**config.mk**
```make
export PLATFORM = sky130hd
export DESIGN_NAME = pbus_req_framer
export DESIGN_NICKNAME = d
export VERILOG_FILES = /design/src/rtl/pbf_pkg.sv /design/src/rtl/pbf_arg_store.sv /design/src/rtl/pbf_reply_buf.sv /design/src/rtl/pbf_timeout.sv /design/src/rtl/pbus_req_framer.sv
export SDC_FILE = /design/constraint.sdc
export NUM_CORES = 1
export LEC_CHECK = 0
export BUFFER_PORTS_ARGS = -buffer_cell sky130_fd_sc_hd__buf_4
export CORE_UTILIZATION = 47
export CTS_BUF_LIST = sky130_fd_sc_hd__clkbuf_4 sky130_fd_sc_hd__clkbuf_8
export CTS_CLUSTER_DIAMETER = 100
export DETAILED_ROUTE_END_ITERATION = 8
export PLACE_DENSITY = 0.7
export SETUP_SLACK_MARGIN = 0.4
export SYNTH_ARGS = -nofsm -noshare
export SYNTH_HDL_FRONTEND = slang
export SYNTH_HIERARCHICAL = 1
export SYNTH_SLANG_ARGS = --single-unit
```
**constraint.sdc**
```tcl
create_clock -name clk -period 3.8 [get_ports clk]
set_input_delay 0.19 -clock clk [delete_from_list [all_inputs] [get_ports clk]]
set_output_delay 0.19 -clock clk [all_outputs]
set_load 0.05 [all_outputs]
```
**src/rtl/pbf_pkg.sv**
```systemverilog
package pbf_pkg;
  typedef enum logic [1:0] {ST_IDLE, ST_CHECK, ST_SEND, ST_WAIT} pbf_state_e;
  localparam logic       KIND_BUSCMD  = 1'b0;
  localparam logic       KIND_POLLOFF = 1'b1;
  localparam logic [7:0] AP_TAG0      = 8'h00;
  localparam logic [7:0] AP_TAG1      = 8'h86;
  localparam logic [7:0] STAT_OK      = 8'h01;
  localparam logic [7:0] STAT_FAIL    = 8'h00;
endpackage

```
**src/rtl/pbf_arg_store.sv**
```systemverilog
module pbf_arg_store #(
  parameter int DEPTH = 16,
  parameter int CW    = $clog2(DEPTH + 1)
) (
  input  logic          clk,
  input  logic          rst_n,
  input  logic          wr_en,
  input  logic [7:0]    wr_data,
  input  logic          clr,
  output logic [CW-1:0] cnt_o,
  output logic [7:0]    data_o [DEPTH]
);
  logic [CW-1:0] cnt_q;
  logic [7:0]    mem_q [DEPTH];

  always_ff @(posedge clk or negedge rst_n) begin
    if (!rst_n)                                cnt_q <= '0;
    else if (clr)                              cnt_q <= '0;
    else if (wr_en && (cnt_q < CW'(DEPTH)))    cnt_q <= cnt_q + 1'b1;
  end

  for (genvar g = 0; g < DEPTH; g++) begin : g_slot
    always_ff @(posedge clk) begin
      if (wr_en && !clr && (cnt_q == CW'(g))) mem_q[g] <= wr_data;
    end
  end

  assign cnt_o  = cnt_q;
  assign data_o = mem_q;
endmodule

```
**src/rtl/pbf_reply_buf.sv**
```systemverilog
module pbf_reply_buf #(
  parameter int DEPTH = 14,
  parameter int AW    = 4
) (
  input  logic          clk,
  input  logic          we,
  input  logic [AW-1:0] waddr,
  input  logic [7:0]    wdata,
  input  logic [AW-1:0] raddr,
  output logic [7:0]    rdata
);
  logic [7:0] mem_q [DEPTH];

  for (genvar g = 0; g < DEPTH; g++) begin : g_cell
    always_ff @(posedge clk) begin
      if (we && (waddr == AW'(g))) mem_q[g] <= wdata;
    end
  end

  always_comb begin
    rdata = 8'h00;
    for (int i = 0; i < DEPTH; i++) begin
      if (raddr == AW'(i)) rdata = mem_q[i];
    end
  end
endmodule

```
**src/rtl/pbf_timeout.sv**
```systemverilog
module pbf_timeout #(
  parameter int LIMIT = 32,
  parameter int CW    = $clog2(LIMIT + 1)
) (
  input  logic clk,
  input  logic rst_n,
  input  logic clr,
  input  logic run,
  output logic expired
);
  logic [CW-1:0] cnt_q;

  assign expired = run && (cnt_q == CW'(LIMIT - 1));

  always_ff @(posedge clk or negedge rst_n) begin
    if (!rst_n)                cnt_q <= '0;
    else if (clr)              cnt_q <= '0;
    else if (run && !expired)  cnt_q <= cnt_q + 1'b1;
  end
endmodule

```
**src/rtl/pbus_req_framer.sv**
```systemverilog
module pbus_req_framer
  import pbf_pkg::*;
#(
  parameter  int ARG_DEPTH   = 16,
  parameter  int RPL_DEPTH   = 16,
  parameter  int MAX_PAYLOAD = 252,
  parameter  int TIMEOUT_CYC = 32,
  localparam int RIW         = $clog2(RPL_DEPTH),
  localparam int SW          = $clog2(RPL_DEPTH + 1)
) (
  input  logic           clk,
  input  logic           rst_n,
  input  logic           bus_present,
  input  logic           host_busy,
  input  logic           arg_wr,
  input  logic [7:0]     arg_data,
  input  logic           go,
  input  logic           go_kind,
  output logic           busy,
  output logic           done,
  output logic           req_valid,
  input  logic           req_ready,
  output logic [7:0]     req_data,
  output logic           req_last,
  input  logic           rsp_valid,
  output logic           rsp_ready,
  input  logic [7:0]     rsp_data,
  input  logic           rsp_last,
  input  logic           rsp_none,
  input  logic [RIW-1:0] rd_idx,
  output logic [7:0]     rd_data,
  output logic [SW-1:0]  reply_size,
  output logic           int_flag,
  input  logic           int_ack,
  output logic           poll_en,
  output logic [15:0]    poll_mask,
  output logic           poll_active
);
  localparam int ACW = $clog2(ARG_DEPTH + 1);
  localparam int AIW = $clog2(ARG_DEPTH);
  localparam int CAP = RPL_DEPTH - 2;
  localparam int PW  = $clog2(CAP);

  // argument storage
  logic [ACW-1:0] arg_cnt;
  logic [7:0]     args [ARG_DEPTH];
  logic           arg_clr;
  logic           arg_we;

  // registers and their next values
  pbf_state_e     state_q, state_n;
  logic [ACW-1:0] argc_q, argc_n;
  logic           kind_q, kind_n;
  logic [ACW-1:0] idx_q, idx_n;
  logic [SW-1:0]  rcnt_q, rcnt_n;
  logic [7:0]     stat_q, stat_n;
  logic [SW-1:0]  lenb_q, lenb_n;
  logic [SW-1:0]  size_q, size_n;
  logic           int_q, int_n;
  logic           done_q, done_n;
  logic           pen_q, pen_n;
  logic [15:0]    pmask_q, pmask_n;

  // reply payload store and timer hooks
  logic           buf_we;
  logic [PW-1:0]  buf_waddr;
  logic [PW-1:0]  buf_raddr;
  logic [7:0]     buf_rdata;
  logic           tmr_clr, tmr_run, tmr_exp;

  // finish request from the check or wait phase
  logic           fin;
  logic [SW-1:0]  fin_cnt;

  // argument decode
  logic [7:0]     a0, a1, a2, a3;
  logic [8:0]     avail;
  logic           len_bad;
  logic           is_autopoll;
  logic [ACW-1:0] send_src;
  logic [15:0]    ap_mask;

  assign arg_we  = arg_wr && (state_q == ST_IDLE);
  assign arg_clr = go && (state_q == ST_IDLE);

  pbf_arg_store #(.DEPTH(ARG_DEPTH), .CW(ACW)) i_args (
    .clk     (clk),
    .rst_n   (rst_n),
    .wr_en   (arg_we),
    .wr_data (arg_data),
    .clr     (arg_clr),
    .cnt_o   (arg_cnt),
    .data_o  (args)
  );

  pbf_reply_buf #(.DEPTH(CAP), .AW(PW)) i_reply (
    .clk   (clk),
    .we    (buf_we),
    .waddr (buf_waddr),
    .wdata (rsp_data),
    .raddr (buf_raddr),
    .rdata (buf_rdata)
  );

  pbf_timeout #(.LIMIT(TIMEOUT_CYC)) i_tmo (
    .clk     (clk),
    .rst_n   (rst_n),
    .clr     (tmr_clr),
    .run     (tmr_run),
    .expired (tmr_exp)
  );

  assign a0          = args[0];
  assign a1          = args[1];
  assign a2          = args[2];
  assign a3          = args[3];
  assign ap_mask     = {a2, a3};
  assign avail       = 9'(argc_q) - 9'd3;
  assign is_autopoll = (a0 == AP_TAG0) && (a1 == AP_TAG1);
  assign len_bad     = (argc_q < ACW'(3)) || ({1'b0, a2} > avail) ||
                       (32'(a2) > MAX_PAYLOAD);
  assign send_src    = idx_q + ACW'(2);

  // request stream
  assign req_valid = (state_q == ST_SEND);
  assign req_data  = (idx_q == '0) ? a0 : args[send_src[AIW-1:0]];
  assign req_last  = (idx_q == (argc_q - ACW'(3)));
  assign rsp_ready = (state_q == ST_WAIT);
  assign tmr_run   = (state_q == ST_WAIT);
  assign buf_waddr = rcnt_q[PW-1:0];

  always_comb begin
    state_n = state_q;
    argc_n  = argc_q;
    kind_n  = kind_q;
    idx_n   = idx_q;
    rcnt_n  = rcnt_q;
    stat_n  = stat_q;
    lenb_n  = lenb_q;
    size_n  = size_q;
    int_n   = int_q;
    done_n  = 1'b0;
    pen_n   = pen_q;
    pmask_n = pmask_q;
    buf_we  = 1'b0;
    tmr_clr = 1'b0;
    fin     = 1'b0;
    fin_cnt = '0;

    if (int_ack) begin
      int_n  = 1'b0;
      size_n = '0;
    end

    case (state_q)
      ST_IDLE: begin
        if (go) begin
          argc_n  = arg_cnt;
          kind_n  = go_kind;
          state_n = ST_CHECK;
        end
      end
      ST_CHECK: begin
        state_n = ST_IDLE;
        done_n  = 1'b1;
        if (kind_q == KIND_POLLOFF) begin
          if ((argc_q == '0) && bus_present) pen_n = 1'b0;
        end else if ((argc_q < ACW'(2)) || !bus_present) begin
          // nothing to do
        end else if (is_autopoll) begin
          if (argc_q == ACW'(4)) begin
            if (ap_mask != '0) begin
              pmask_n = ap_mask;
              pen_n   = 1'b1;
            end else begin
              pen_n   = 1'b0;
            end
          end
        end else if (len_bad) begin
          fin = 1'b1;
        end else begin
          idx_n   = '0;
          state_n = ST_SEND;
          done_n  = 1'b0;
        end
      end
      ST_SEND: begin
        if (req_ready) begin
          if (req_last) begin
            state_n = ST_WAIT;
            rcnt_n  = '0;
            tmr_clr = 1'b1;
          end else begin
            idx_n = idx_q + 1'b1;
          end
        end
      end
      ST_WAIT: begin
        if (rsp_valid) begin
          tmr_clr = 1'b1;
          if (rsp_none) begin
            fin = 1'b1;
          end else begin
            if (rcnt_q < SW'(CAP)) begin
              buf_we = 1'b1;
              rcnt_n = rcnt_q + 1'b1;
            end
            if (rsp_last) begin
              fin     = 1'b1;
              fin_cnt = rcnt_n;
            end
          end
        end else if (tmr_exp) begin
          fin = 1'b1;
        end
        if (fin) begin
          state_n = ST_IDLE;
          done_n  = 1'b1;
        end
      end
      default: state_n = ST_IDLE;
    endcase

    if (fin) begin
      int_n = 1'b1;
      if (fin_cnt != '0) begin
        stat_n = STAT_OK;
        lenb_n = fin_cnt;
        size_n = fin_cnt + SW'(2);
      end else begin
        stat_n = STAT_FAIL;
        lenb_n = '0;
        size_n = SW'(1);
      end
    end
  end

  always_ff @(posedge clk or negedge rst_n) begin
    if (!rst_n) begin
      state_q <= ST_IDLE;
      argc_q  <= '0;
      kind_q  <= KIND_BUSCMD;
      idx_q   <= '0;
      rcnt_q  <= '0;
      stat_q  <= STAT_FAIL;
      lenb_q  <= '0;
      size_q  <= '0;
      int_q   <= 1'b0;
      done_q  <= 1'b0;
      pen_q   <= 1'b0;
      pmask_q <= '0;
    end else begin
      state_q <= state_n;
      argc_q  <= argc_n;
      kind_q  <= kind_n;
      idx_q   <= idx_n;
      rcnt_q  <= rcnt_n;
      stat_q  <= stat_n;
      lenb_q  <= lenb_n;
      size_q  <= size_n;
      int_q   <= int_n;
      done_q  <= done_n;
      pen_q   <= pen_n;
      pmask_q <= pmask_n;
    end
  end

  // reply read port: header bytes in registers, payload in the buffer
  assign buf_raddr = PW'(rd_idx - RIW'(2));
  always_comb begin
    if (rd_idx == '0)          rd_data = stat_q;
    else if (rd_idx == RIW'(1)) rd_data = 8'(lenb_q);
    else                       rd_data = buf_rdata;
  end

  assign busy        = (state_q != ST_IDLE);
  assign done        = done_q;
  assign reply_size  = size_q;
  assign int_flag    = int_q;
  assign poll_en     = pen_q;
  assign poll_mask   = pmask_q;
  assign poll_active = pen_q && !host_busy;
endmodule

```
After elaboration in Yosys (flattened, before gate mapping)
Memories as Yosys holds them, arrays and structs flattened.
Index checks and enable logic that the tools add are counted.
{"block": "op_classes", "eq_ne": 62, "div_mod_pow": 0, "n_mux": 153, "n_mul": 0, "n_reduce_logical": 83, "bitwise": 3, "magnitude_cmp": 7, "addsub": 9, "n_shift": 0}
{"cell": "2-to-1 mux 8 bit", "count": 32}
{"cell": "2-to-1 mux 5 bit", "count": 21}
{"cell": "OR reduction 8 bit", "count": 13}
{"cell": "2-to-1 mux 1 bit", "count": 70}
{"cell": "2-to-1 mux 4 bit", "count": 13}
{"cell": "equality test 4 bit (second input constant)", "count": 12}
{"cell": "equality test 5 x 4 -> 1 bit (second input constant)", "count": 8}
{"cell": "logical AND 1 bit", "count": 39}
{"cell": "binary-select mux 8 bit (select 4 bit)", "count": 1}
{"cell": "equality test 4 x 3 -> 1 bit (second input constant)", "count": 8}
{"cell": "equality test 5 x 3 -> 1 bit (second input constant)", "count": 5}
{"cell": "inequality test 2 bit (second input constant)", "count": 10}
{"cell": "case mux 5 bit (2 select lines)", "count": 2}
{"cell": "equality test 4 x 2 -> 1 bit (second input constant)", "count": 4}
{"cell": "2-to-1 mux 2 bit", "count": 8}
{"cell": "nonzero test 16 bit", "count": 1}
{"cell": "nonzero test 2 bit", "count": 8}
{"cell": "adder 5 x 1 -> 5 bit (second input constant)", "count": 3}
{"cell": "logical NOT 5 bit", "count": 3}
{"cell": "equality test 4 x 1 -> 1 bit (second input constant)", "count": 3}
{"cell": "logical NOT 4 bit", "count": 3}
{"cell": "2-to-1 mux 6 bit", "count": 2}
{"cell": "equality test 5 x 2 -> 1 bit (second input constant)", "count": 2}
{"cell": "less-than comparator 5 x 2 -> 1 bit (second input constant)", "count": 2}
{"cell": "other kinds (32)", "count": 44}
{"block": "word_totals", "n_memories": 1, "register_bits": 194, "mem_bits_ro": 0, "latchBits": 0, "ram_bits": 112}
{"name": "i_reply.mem_q", "words": 14, "width": 8, "rd": 14, "rd_clocked_by_memory_dff": 0, "write_ports": 1, "line_no": "pbf_reply_buf.sv:12", "rtl": "logic [7:0] mem_q [DEPTH];"}

Depth between registers and ports, before layout
Gate-level depths: netlist of run 1.
{"block": "logic_depth", "ltp_word": 22, "depth_mapped": 12, "ltp_nobuf": 10}

By module
Netlist of run 1, hierarchy kept.
{"mod": "pbf_reply_buf", "cells_per_inst": 307, "instances": 1, "area_each_um2": 4739.5, "seq_area_each_um2": 3363.2}
{"mod": "pbf_arg_store", "cells_per_inst": 182, "instances": 1, "area_each_um2": 4281.6, "seq_area_each_um2": 3968.8}
{"mod": "pbus_req_framer", "cells_per_inst": 354, "instances": 1, "area_each_um2": 4005.1, "seq_area_each_um2": 1201.2}
{"mod": "pbf_timeout", "cells_per_inst": 42, "instances": 1, "area_each_um2": 396.6, "seq_area_each_um2": 150.1}

Least setup slack after synthesis of run 1
No wires, ideal clock.
{"block": "synth_path", "path_type": "flip-flop to flip-flop", "startpoint": "reg rcnt_q[2]", "endpoint": "mem i_reply.mem_q[0][0], enable pin", "t_required_ns": 3.417, "setup_time_ns": 0.383, "stages_incl_launch_ff": 7, "setup_slack_ns": 1.174, "synth_period_minus_slack_ns": 2.626, "arrival_ns": 2.243, "path_cell_list": "dfrtp_1 > clkbuf_1 > a31oi_1 > and3_1 > and2_1 > or3b_2 > nor3_1"}
{"block": "synth_between", "elab_chain_cells": 22, "word_cells_on_any_way": 100, "classes_between": "order compare: 1; eq/ne: 13; mux: 58; reduce/logical: 28"}
{"element": "start, declared", "line_no": "pbus_req_framer.sv:55", "rtl": "logic [SW-1:0] rcnt_q, rcnt_n;"}
{"element": "start signal, assigned", "line_no": "pbus_req_framer.sv:257", "rtl": "rcnt_q <= rcnt_n;"}
{"element": "less-than comparator 5 x 4 -> 1 bit (*)", "line_no": "pbus_req_framer.sv:204", "rtl": "if (rcnt_q < SW'(CAP)) begin"}
{"element": "2-to-1 mux 1 bit (*)", "line_no": "pbus_req_framer.sv:204"}
{"element": "2-to-1 mux 1 bit (*)", "line_no": "pbus_req_framer.sv:201", "rtl": "if (rsp_none) begin"}
{"element": "2-to-1 mux 1 bit (*)", "line_no": "pbus_req_framer.sv:199", "rtl": "if (rsp_valid) begin"}
{"element": "2-to-1 mux 1 bit (*)", "line_no": "pbus_req_framer.sv:155", "rtl": "case (state_q)"}
{"element": "net buf_we", "line_no": "pbus_req_framer.sv:65", "rtl": "logic buf_we;"}
{"element": "logical AND 1 bit", "line_no": "pbf_reply_buf.sv:16", "rtl": "if (we && (waddr == AW'(g))) mem_q[g] <= wdata;"}
{"element": "2-to-1 mux 1 bit", "line_no": "pbf_reply_buf.sv:16"}
{"element": "2-to-1 mux 1 bit (not written as such)", "line_no": "pbf_reply_buf.sv:16"}
{"element": "OR reduction 8 bit (no source line)"}
{"element": "2-to-1 mux 4 bit (no source line) / 2-to-1 mux 1 bit (equally long branches) (13 in series)"}
{"element": "end, declared", "line_no": "pbf_reply_buf.sv:12"}
The timed path passes the listed nets; every way through them passes the cells marked *.

Worst setup path in the final report of run 1
{"block": "layout_path", "startpoint": "reg idx_q[1]", "endpoint": "out req_data[6]"}
{"block": "layout_between", "elab_chain_cells": 6, "word_cells_on_any_way": 7, "classes_between": "add/sub: 1; mux: 4; bitwise: 1; reduce/logical: 1"}
{"element": "start, declared", "line_no": "pbus_req_framer.sv:54", "rtl": "logic [ACW-1:0] idx_q, idx_n;"}
{"element": "start signal, assigned", "line_no": "pbus_req_framer.sv:256", "rtl": "idx_q <= idx_n;"}
{"element": "adder 4 x 2 -> 4 bit", "line_no": "pbus_req_framer.sv:122", "rtl": "assign send_src = idx_q + ACW'(2);"}
{"element": "NOT 4 -> 5 bit (not written as such)", "line_no": "pbus_req_framer.sv:126", "rtl": "assign req_data = (idx_q == '0) ? a0 : args[send_src[AIW-1:0]];"}
{"element": "binary-select mux 8 bit (select 4 bit)", "line_no": "pbus_req_framer.sv:126"}
{"element": "2-to-1 mux 8 bit (not written as such) (2 in series)", "line_no": "pbus_req_framer.sv:126"}
{"element": "2-to-1 mux 8 bit (*)", "line_no": "pbus_req_framer.sv:126"}
{"element": "end, declared", "line_no": "pbus_req_framer.sv:23", "rtl": "output logic [7:0] req_data,"}
Mark *: on every way between the ends. The rest lies on a longest branch, timed or not. The select of a mux whose other input is x is not followed.

==> summary.md, run 1 <==
| Metric | Value |
|---|---|
| CTS tree | `built` |
| Vias/cell | `between 5 and 6` |
| GPL Wtd Cong | `approximately 0.88` |
| PortBufs | `76` |
| # nets final | `approximately 1100` |
| Worst-path fanout max | `36` |
| Outcome | `complete, no violations` |
| Initial DRC count | `just under 600` |
| Die width | `about 170 um` |
| DRT Pass-1 Iters | `5` |
| Diode count | `0` |
| FF+latch area | `roughly 0.0087 mm2` |
| Largest net degree at the start of global routing | `60` |
| Fillers | `around 2200` |
| Final Cell Area | `about 0.016 mm2` |
| H-tree depth | `2` |
| Crit-path max cell delay | `around 600 ps` |
| Clock skew | `between 40 and 50 ps` |
| Drt drc | `0` |
| RSZ-0062 raised after global routing | `no` |
| Proportion of layout cells with a drive suffix above 1 | `0.267` |
| Setup tns final | `0 ps` |
| CTS Buf Count | `49` |
| Max Cap Viol | `0` |
| Final HPWL DP | `19.3 mm` |
| Worst path slowest cell | `mux4_2` |
| PwrDens | `approximately 560 mW/mm2` |
| VDD IR max | `~0.4 mV` |
| Asr flop ratio synth | `0.197` |
| Syn nets | `940` |
| Layout Area Growth over Synthesis | `16.1%` |
| Yosys top cell by area | `edfxtp_1` |
| Family with the most delay on the worst path | `multiplexers` |
| Max_slew headroom | `0.394` |
| Post-synthesis cell area | `between 0.01 and 0.015 mm2` |
| Fin crit period | `between 3000 and 4000 ps` |
| FMAX | `approximately 310 MHz` |
| Count of final setup violators | `0` |
| Core Region | `0.0279 mm2` |
| Synth Register Bits | `299` |
| Max-slew violation count | `0` |
| Post-CTS Setup Bufs | `0` |
| Initial Util | `0.481` |
| Largest cells by area after synthesis | `edfxtp_1, dfrtp_1, mux4_2` |
| Period utilization | `0.843` |
| Worst hold slack | `about 110 ps` |
| Syn avg cell area | `15.2 um2` |
| Kind of end point of the critical path | `output port` |
| Synth Warn # | `6` |
| Core Rows | `a little over 60` |
| Register area share after synthesis | `0.647` |
| Antenna-violating nets left | `0` |
| Pre-CTS setup slack | `between 1000 and 1500 ps` |
| Antenna violations before repair | `0` |
| Root Buffer | `clkbuf_8` |
| Fin util | `0.558` |
| Mapped Cells | `885` |
| Multi-input logic area | `around 0.0044 mm2` |
| CP Class | `register to output port` |
| Buf+Inv Stages, Crit Path | `2` |
| Clk buf depth | `3` |
| Gr ovfl total | `0` |
| Number of distinct library cells after synthesis | `84` |
| Vias in the first global route | `~8000` |
| Clk_lat worst skew | `about 610 ps` |
| Startpoint types | `register` |
| Commonest cells post-synth | `edfxtp_1, dfrtp_1, nor2_1, nand2_1, mux4_2` |
| Clock sinks | `about 300` |
| Final-report hold violation count | `0` |
| WL final | `29.1 mm` |
| Wire per inst | `just over 20 um` |
| Die ar. | `between 0.02 and 0.03 mm2` |
| Overall routing resource usage | `0.201` |
| Synth top area share | `0.537` |
| Count leader, synth | `edfxtp_1` |
| Worst-path clk slew | `60 ps` |
| Top_reg_cell synth | `edfxtp_1` |
| Arr. time, crit path | `3010 ps` |
| Placed Area | `approximately 0.014 mm2` |
| Leakage power | `5.79 nW` |
| Post-synth EDFFs | `240` |
| Vert. Die Dim | `171 um` |
| Worst Hold Class | `primary input to register` |
| Worst setup margin | `roughly 600 ps` |
| Vias post-DR | `between 8000 and 9000` |
| WP data required | `~3600 ps` |
| First-pass GRT wire length | `44.9 mm` |
| CP Cell Sequence | `buf_4, mux4_2, mux4_2, mux2_2, buf_4` |
| Io pins | `77` |
| Worst-margin pin slew | `about 910 ps` |
## worst min-delay path: stages
cell and delay, ps:
buf_4 100, nand2_1 40, o21ai_0 200, o2bb2ai_1 120
## report_power, final
group	internal, mW	switching (mW)	total [mW]
Clock	1.52	1.29	2.82
Combinational	0.843	1.13	1.97
Sequential	3.69	0.194	3.89
## logic make-up after synthesis
| kind of cell | synth area share |
|---|---|
| xor+xnor | 0.0114 |
| compound gates | 0.0719 |
| buf+inv | 0.0292 |
| mux | 0.122 |
| flops | 0.647 |
| fa+ha+maj | 0.0214 |
| simple gates | 0.0976 |
## cell usage in the layout (no fill, tap or decap), drive strengths merged, types with 8 or more instances in the layout
cell type | netlist | routed
a21o | 12 | 12
a21oi | 23 | 23
a31oi | 10 | 10
buf | 35 | 97
clkbuf | 5 | 67
clkinv | 0 | 19
dfrtp | 59 | 59
dlygate4sd3 | 0 | 21
edfxtp | 240 | 240
ha | 23 | 23
inv | 28 | 30
mux2 | 37 | 37
mux2i | 27 | 27
mux4 | 41 | 41
nand2 | 52 | 52
nand2b | 14 | 14
nand3 | 29 | 29
nor2 | 56 | 56
nor3 | 17 | 17
o21ai | 34 | 34
o221ai | 8 | 8
## repair_timing
item / in CTS / in global routing
hold endpoints to repair: 307 / 0
resized for setup: 0 / 1
endpoints found under the setup margin: 0 / 8
hold buffers: 21 / 0
## stage by stage
stage,instances,total power [mW]
after CTS,1431,8.74
after detailed placement,1320,5.89
final,1431,8.67
after global placement,1320,5.86
after global routing,1431,9.05
after floorplan,885,5.37
## path summary, 6_finish.rpt
path | from | endpoint | slack, ps | cells after the start
setup / recovery | idx_q[1] | req_data[6] | 600 | 5
hold / removal | rsp_valid | done | 110 | 4
setup reg to reg | argc_q[2] | reply_size[1] | 980 | 9
hold reg to reg | int_flag | int_flag | 480 | 1
max in group asynchronous | rst_n | idx_q[0] | 3040 | 2
min in group asynchronous | rst_n | reply_size[0] | 210 | 2
## routing by layer
layer  global-route usage  routed length (um)  vias to the layer above
li1                     -                   -                     3722
met1                0.292               13300                     4118
met2                0.311               13400                      292
met3               0.0322                1820                       43
met4               0.0637                 527                        0
met5                    0                   0                        -
## state kept, by name, indices dropped and copies added, names as in the netlist, 6 cells and up, named ones only
signal	count
i_reply/mem_q	112
i_tmo/cnt_q	6
i_args/data_o	128
poll_mask	16
## final cells by class
type | count | share of cell area
flip-flops and latches | 299 | 0.557
multi-input cells | 518 | 0.280
repair buffers | 118 | 0.0610
clock buffers | 67 | 0.0536
well taps | 378 | 0.0304
clock inverters | 23 | 0.0110
inverters | 28 | 0.00675
Note: power is estimated with default switching activity, not from simulation.
==> run 2: changes to the inputs <==
- ABC_AREA: not set -> 1
- clock period: 3.8 -> 3.33 ns (I/O delays scaled with it)
==> summary.md, run 2 <==
| Metric | Value |
|---|---|
| Count leader, synth | `nand2_1` |
| Leakage power | `between 6 and 7 nW` |
| Worst-path clk slew | `60 ps` |
| Setup tns final | `0 ps` |
| Outcome | `complete, no violations` |
| Number of distinct library cells after synthesis | `47` |
| Largest cells by area after synthesis | `edfxtp_1, dfrtp_1, nand2_1` |
| Synth Warn # | `6` |
| Critical R2R Capture | `lenb_q[0]` |
| CP Cell Sequence | `clkinv_2, buf_4, a21oi_1, o21ai_0, o211ai_1, nand3_1, a31oi_1, buf_4` |
| Max Cap Viol | `0` |
| Placed Area | `around 0.014 mm2` |
| Initial DRC count | `823` |
| Yosys top cell by area | `edfxtp_1` |
| Syn nets | `~1300` |
| H-tree depth | `2` |
| Largest net degree at the start of global routing | `just over 60` |
| Worst Hold Class | `primary input to register` |
| Commonest non-fill, non-tap cell in the layout | `nand2_1` |
| Period utilization | `0.856` |
| Fillers | `~2500` |
| Vias in the first global route | `about 9600` |
| Arr. time, crit path | `2680 ps` |
| Post-CTS Setup Bufs | `0` |
| Count of final setup violators | `0` |
| Most frequent cells in the layout | `nand2_1, edfxtp_1, nor2_1` |
| Fin crit period | `~2900 ps` |
| VDD IR max | `a little under 0.9 mV` |
| Final-report hold violation count | `0` |
| FMAX | `between 300 and 400 MHz` |
| Post-synth EDFFs | `240` |
| Worst-case reg-to-reg path depth | `17` |
| Io pins | `77` |
| Overall routing resource usage | `0.224` |
| Max-slew violation count | `0` |
| Die ar. | `roughly 0.029 mm2` |
| Clk_lat worst skew | `~570 ps` |
| First-pass GRT wire length | `~50 mm` |
| Final HPWL DP | `roughly 22 mm` |
| Layout Area Growth over Synthesis | `15.8%` |
| Startpoint types | `register` |
| CTS Buf Count | `48` |
| Hold wc startpoint | `go` |
| Commonest cells post-synth | `nand2_1, edfxtp_1, nor2_1, inv_1, o21ai_0` |
| Max_slew headroom | `0.438` |
| DRT Pass-1 Iters | `5` |
| Top_reg_cell synth | `edfxtp_1` |
| Synth top area share | `0.537` |
| Reg2reg start | `argc_q[0]` |
| WL final | `about 32 mm` |
| # nets final | `roughly 1400` |
| Wire per inst | `approximately 18 um` |
| Clock skew | `around 30 ps` |
| Syn avg cell area | `between 10 and 15 um2` |
| WP data required | `roughly 3200 ps` |
| Hold Crit Depth | `5` |
| Dpl cells | `1699` |
| Post-synthesis cell area | `around 0.013 mm2` |
| Root Buffer | `clkbuf_8` |
| RSZ-0062 raised after global routing | `yes` |
| Final cell count without fillers | `approximately 1800` |
| Diode count | `0` |
| Vias post-DR | `approximately 9700` |
| Asr flop ratio synth | `0.197` |
| Worst-margin pin slew | `approximately 840 ps` |
| Antenna-violating nets left | `0` |
| CTS tree | `built` |
| PwrDens | `~700 mW/mm2` |
| Kind of end point of the critical path | `output port` |
| Clk buf depth | `3` |
| Vert. Die Dim | `171 um` |
| Drt drc | `0` |
| PortBufs | `76` |
| Hold EP | `state_q[0]` |
| Initial Util | `0.481` |
| Synth Register Bits | `approximately 300` |
| Die width | `~170 um` |
| Proportion of layout cells with a drive suffix above 1 | `0.163` |
| Reg-to-reg setup timing slack | `between 800 and 900 ps` |
| Vias/cell | `between 5 and 6` |
| Worst path slowest cell | `dfrtp_1` |
| Core Rows | `about 60` |
| Antenna violations before repair | `0` |
| CP dominant cell by count | `buf_4` |
| Fin util | `0.557` |
| Crit-path max cell delay | `~370 ps` |
| CP Class | `register to output port` |
| Clock sinks | `~300` |
| Worst-path fanout max | `37` |
| Max reg flops | `about 130` |
| Core Region | `roughly 0.028 mm2` |
| Gr ovfl total | `0` |
| Final Cell Area | `0.0156 mm2` |
| Mapped Cells | `about 1300` |
| GPL Wtd Cong | `between 0.9 and 1` |
| Register area share after synthesis | `0.646` |
[run 2: changes by cell type in the layout (fill, tap and decap cells not counted), sizes merged, moves of 10 or more]
cell    before  now
nor3        17    4
mux4        41    0
nor2        56  196
inv         30  127
a21o        12    0
nand3       29   86
nand2       52  258
nand4        7   36
buf         97   87
o21ai       34  107
mux2        37    0
mux2i       27    0
nand2b      14    0
o221ai       8   22
[run 2: per-stage QoR]
stage,hold slack [ps],power (mW),worst slack (ps)
2_1_floorplan,-129,6.83,712
3_3_place_gp,285,7.77,263
3_5_place_dp,298,7.84,132
4_1_cts,0.868,10.9,453
5_1_grt,23.5,11.5,344
6_report,13.5,10.9,479
[run 2: final cells by class]
cell class | count | area [um2] | area share
clock buffers | 69 | 837 | 0.0538
multi-input cells | 807 | 4150 | 0.267
clock inverters | 11 | 78.8 | 0.00507
repair buffers | 106 | 843 | 0.0542
flip-flops and latches | 299 | 8680 | 0.558
well taps | 378 | 473 | 0.0304
inverters | 129 | 488 | 0.0314
[run 2: report_power, final]
group          internal (mW)  leakage [nW]  switching (mW)
clock                   1.68         0.486            1.39
sequential              4.27          2.96           0.191
combinational           1.00          2.77            2.40
[run 2: worst max path at each step]
stage                  endpoint      start  cells after the start  slack [ps]
floorplan            rd_data[0]  rd_idx[1]                     13         710
global placement     rd_data[2]  rd_idx[1]                     16         260
detailed placement   rd_data[3]  rd_idx[1]                     16         130
CTS                 req_data[1]   idx_q[0]                      7         450
global route        req_data[7]   idx_q[0]                      8         340
finish              req_data[7]   idx_q[0]                      8         480
[run 2: cell families after synthesis]
logic type	count (synthesis)	synth area share
fa+ha+maj	23	0.0214
xor+xnor	9	0.00643
buf+inv	162	0.0486
compound gates	182	0.0811
simple gates	592	0.196
flops	299	0.646
[run 2: critical path: cells and delay by family, from the launching register on]
| family | cells | cell delay, ps |
|---|---|---|
| AO/OA/AOI/OAI | 4 | 640 |
| buffers and inverters | 3 | 990 |
| flip-flops | 1 | 370 |
| AND/OR/NAND/NOR | 1 | 120 |
[run 2: what timing repair did]
action | 4_1_cts | 5_1_grt
gates cloned | 0 | 1
hold buffers | 19 | 0
setup endpoints to repair | 9 | 15
pin swaps | 0 | 3
endpoints found under the hold margin | 306 | 0
gates resized for setup | 2 | 9
[run 2: layer usage]
| layer | part of all wire | GRT usage |
|---|---|---|
| met5 | 0 | 0 |
| met2 | 0.49 | 0.381 |
| met1 | 0.42 | 0.286 |
| met4 | 0.037 | 0.0963 |
| met3 | 0.056 | 0.0338 |
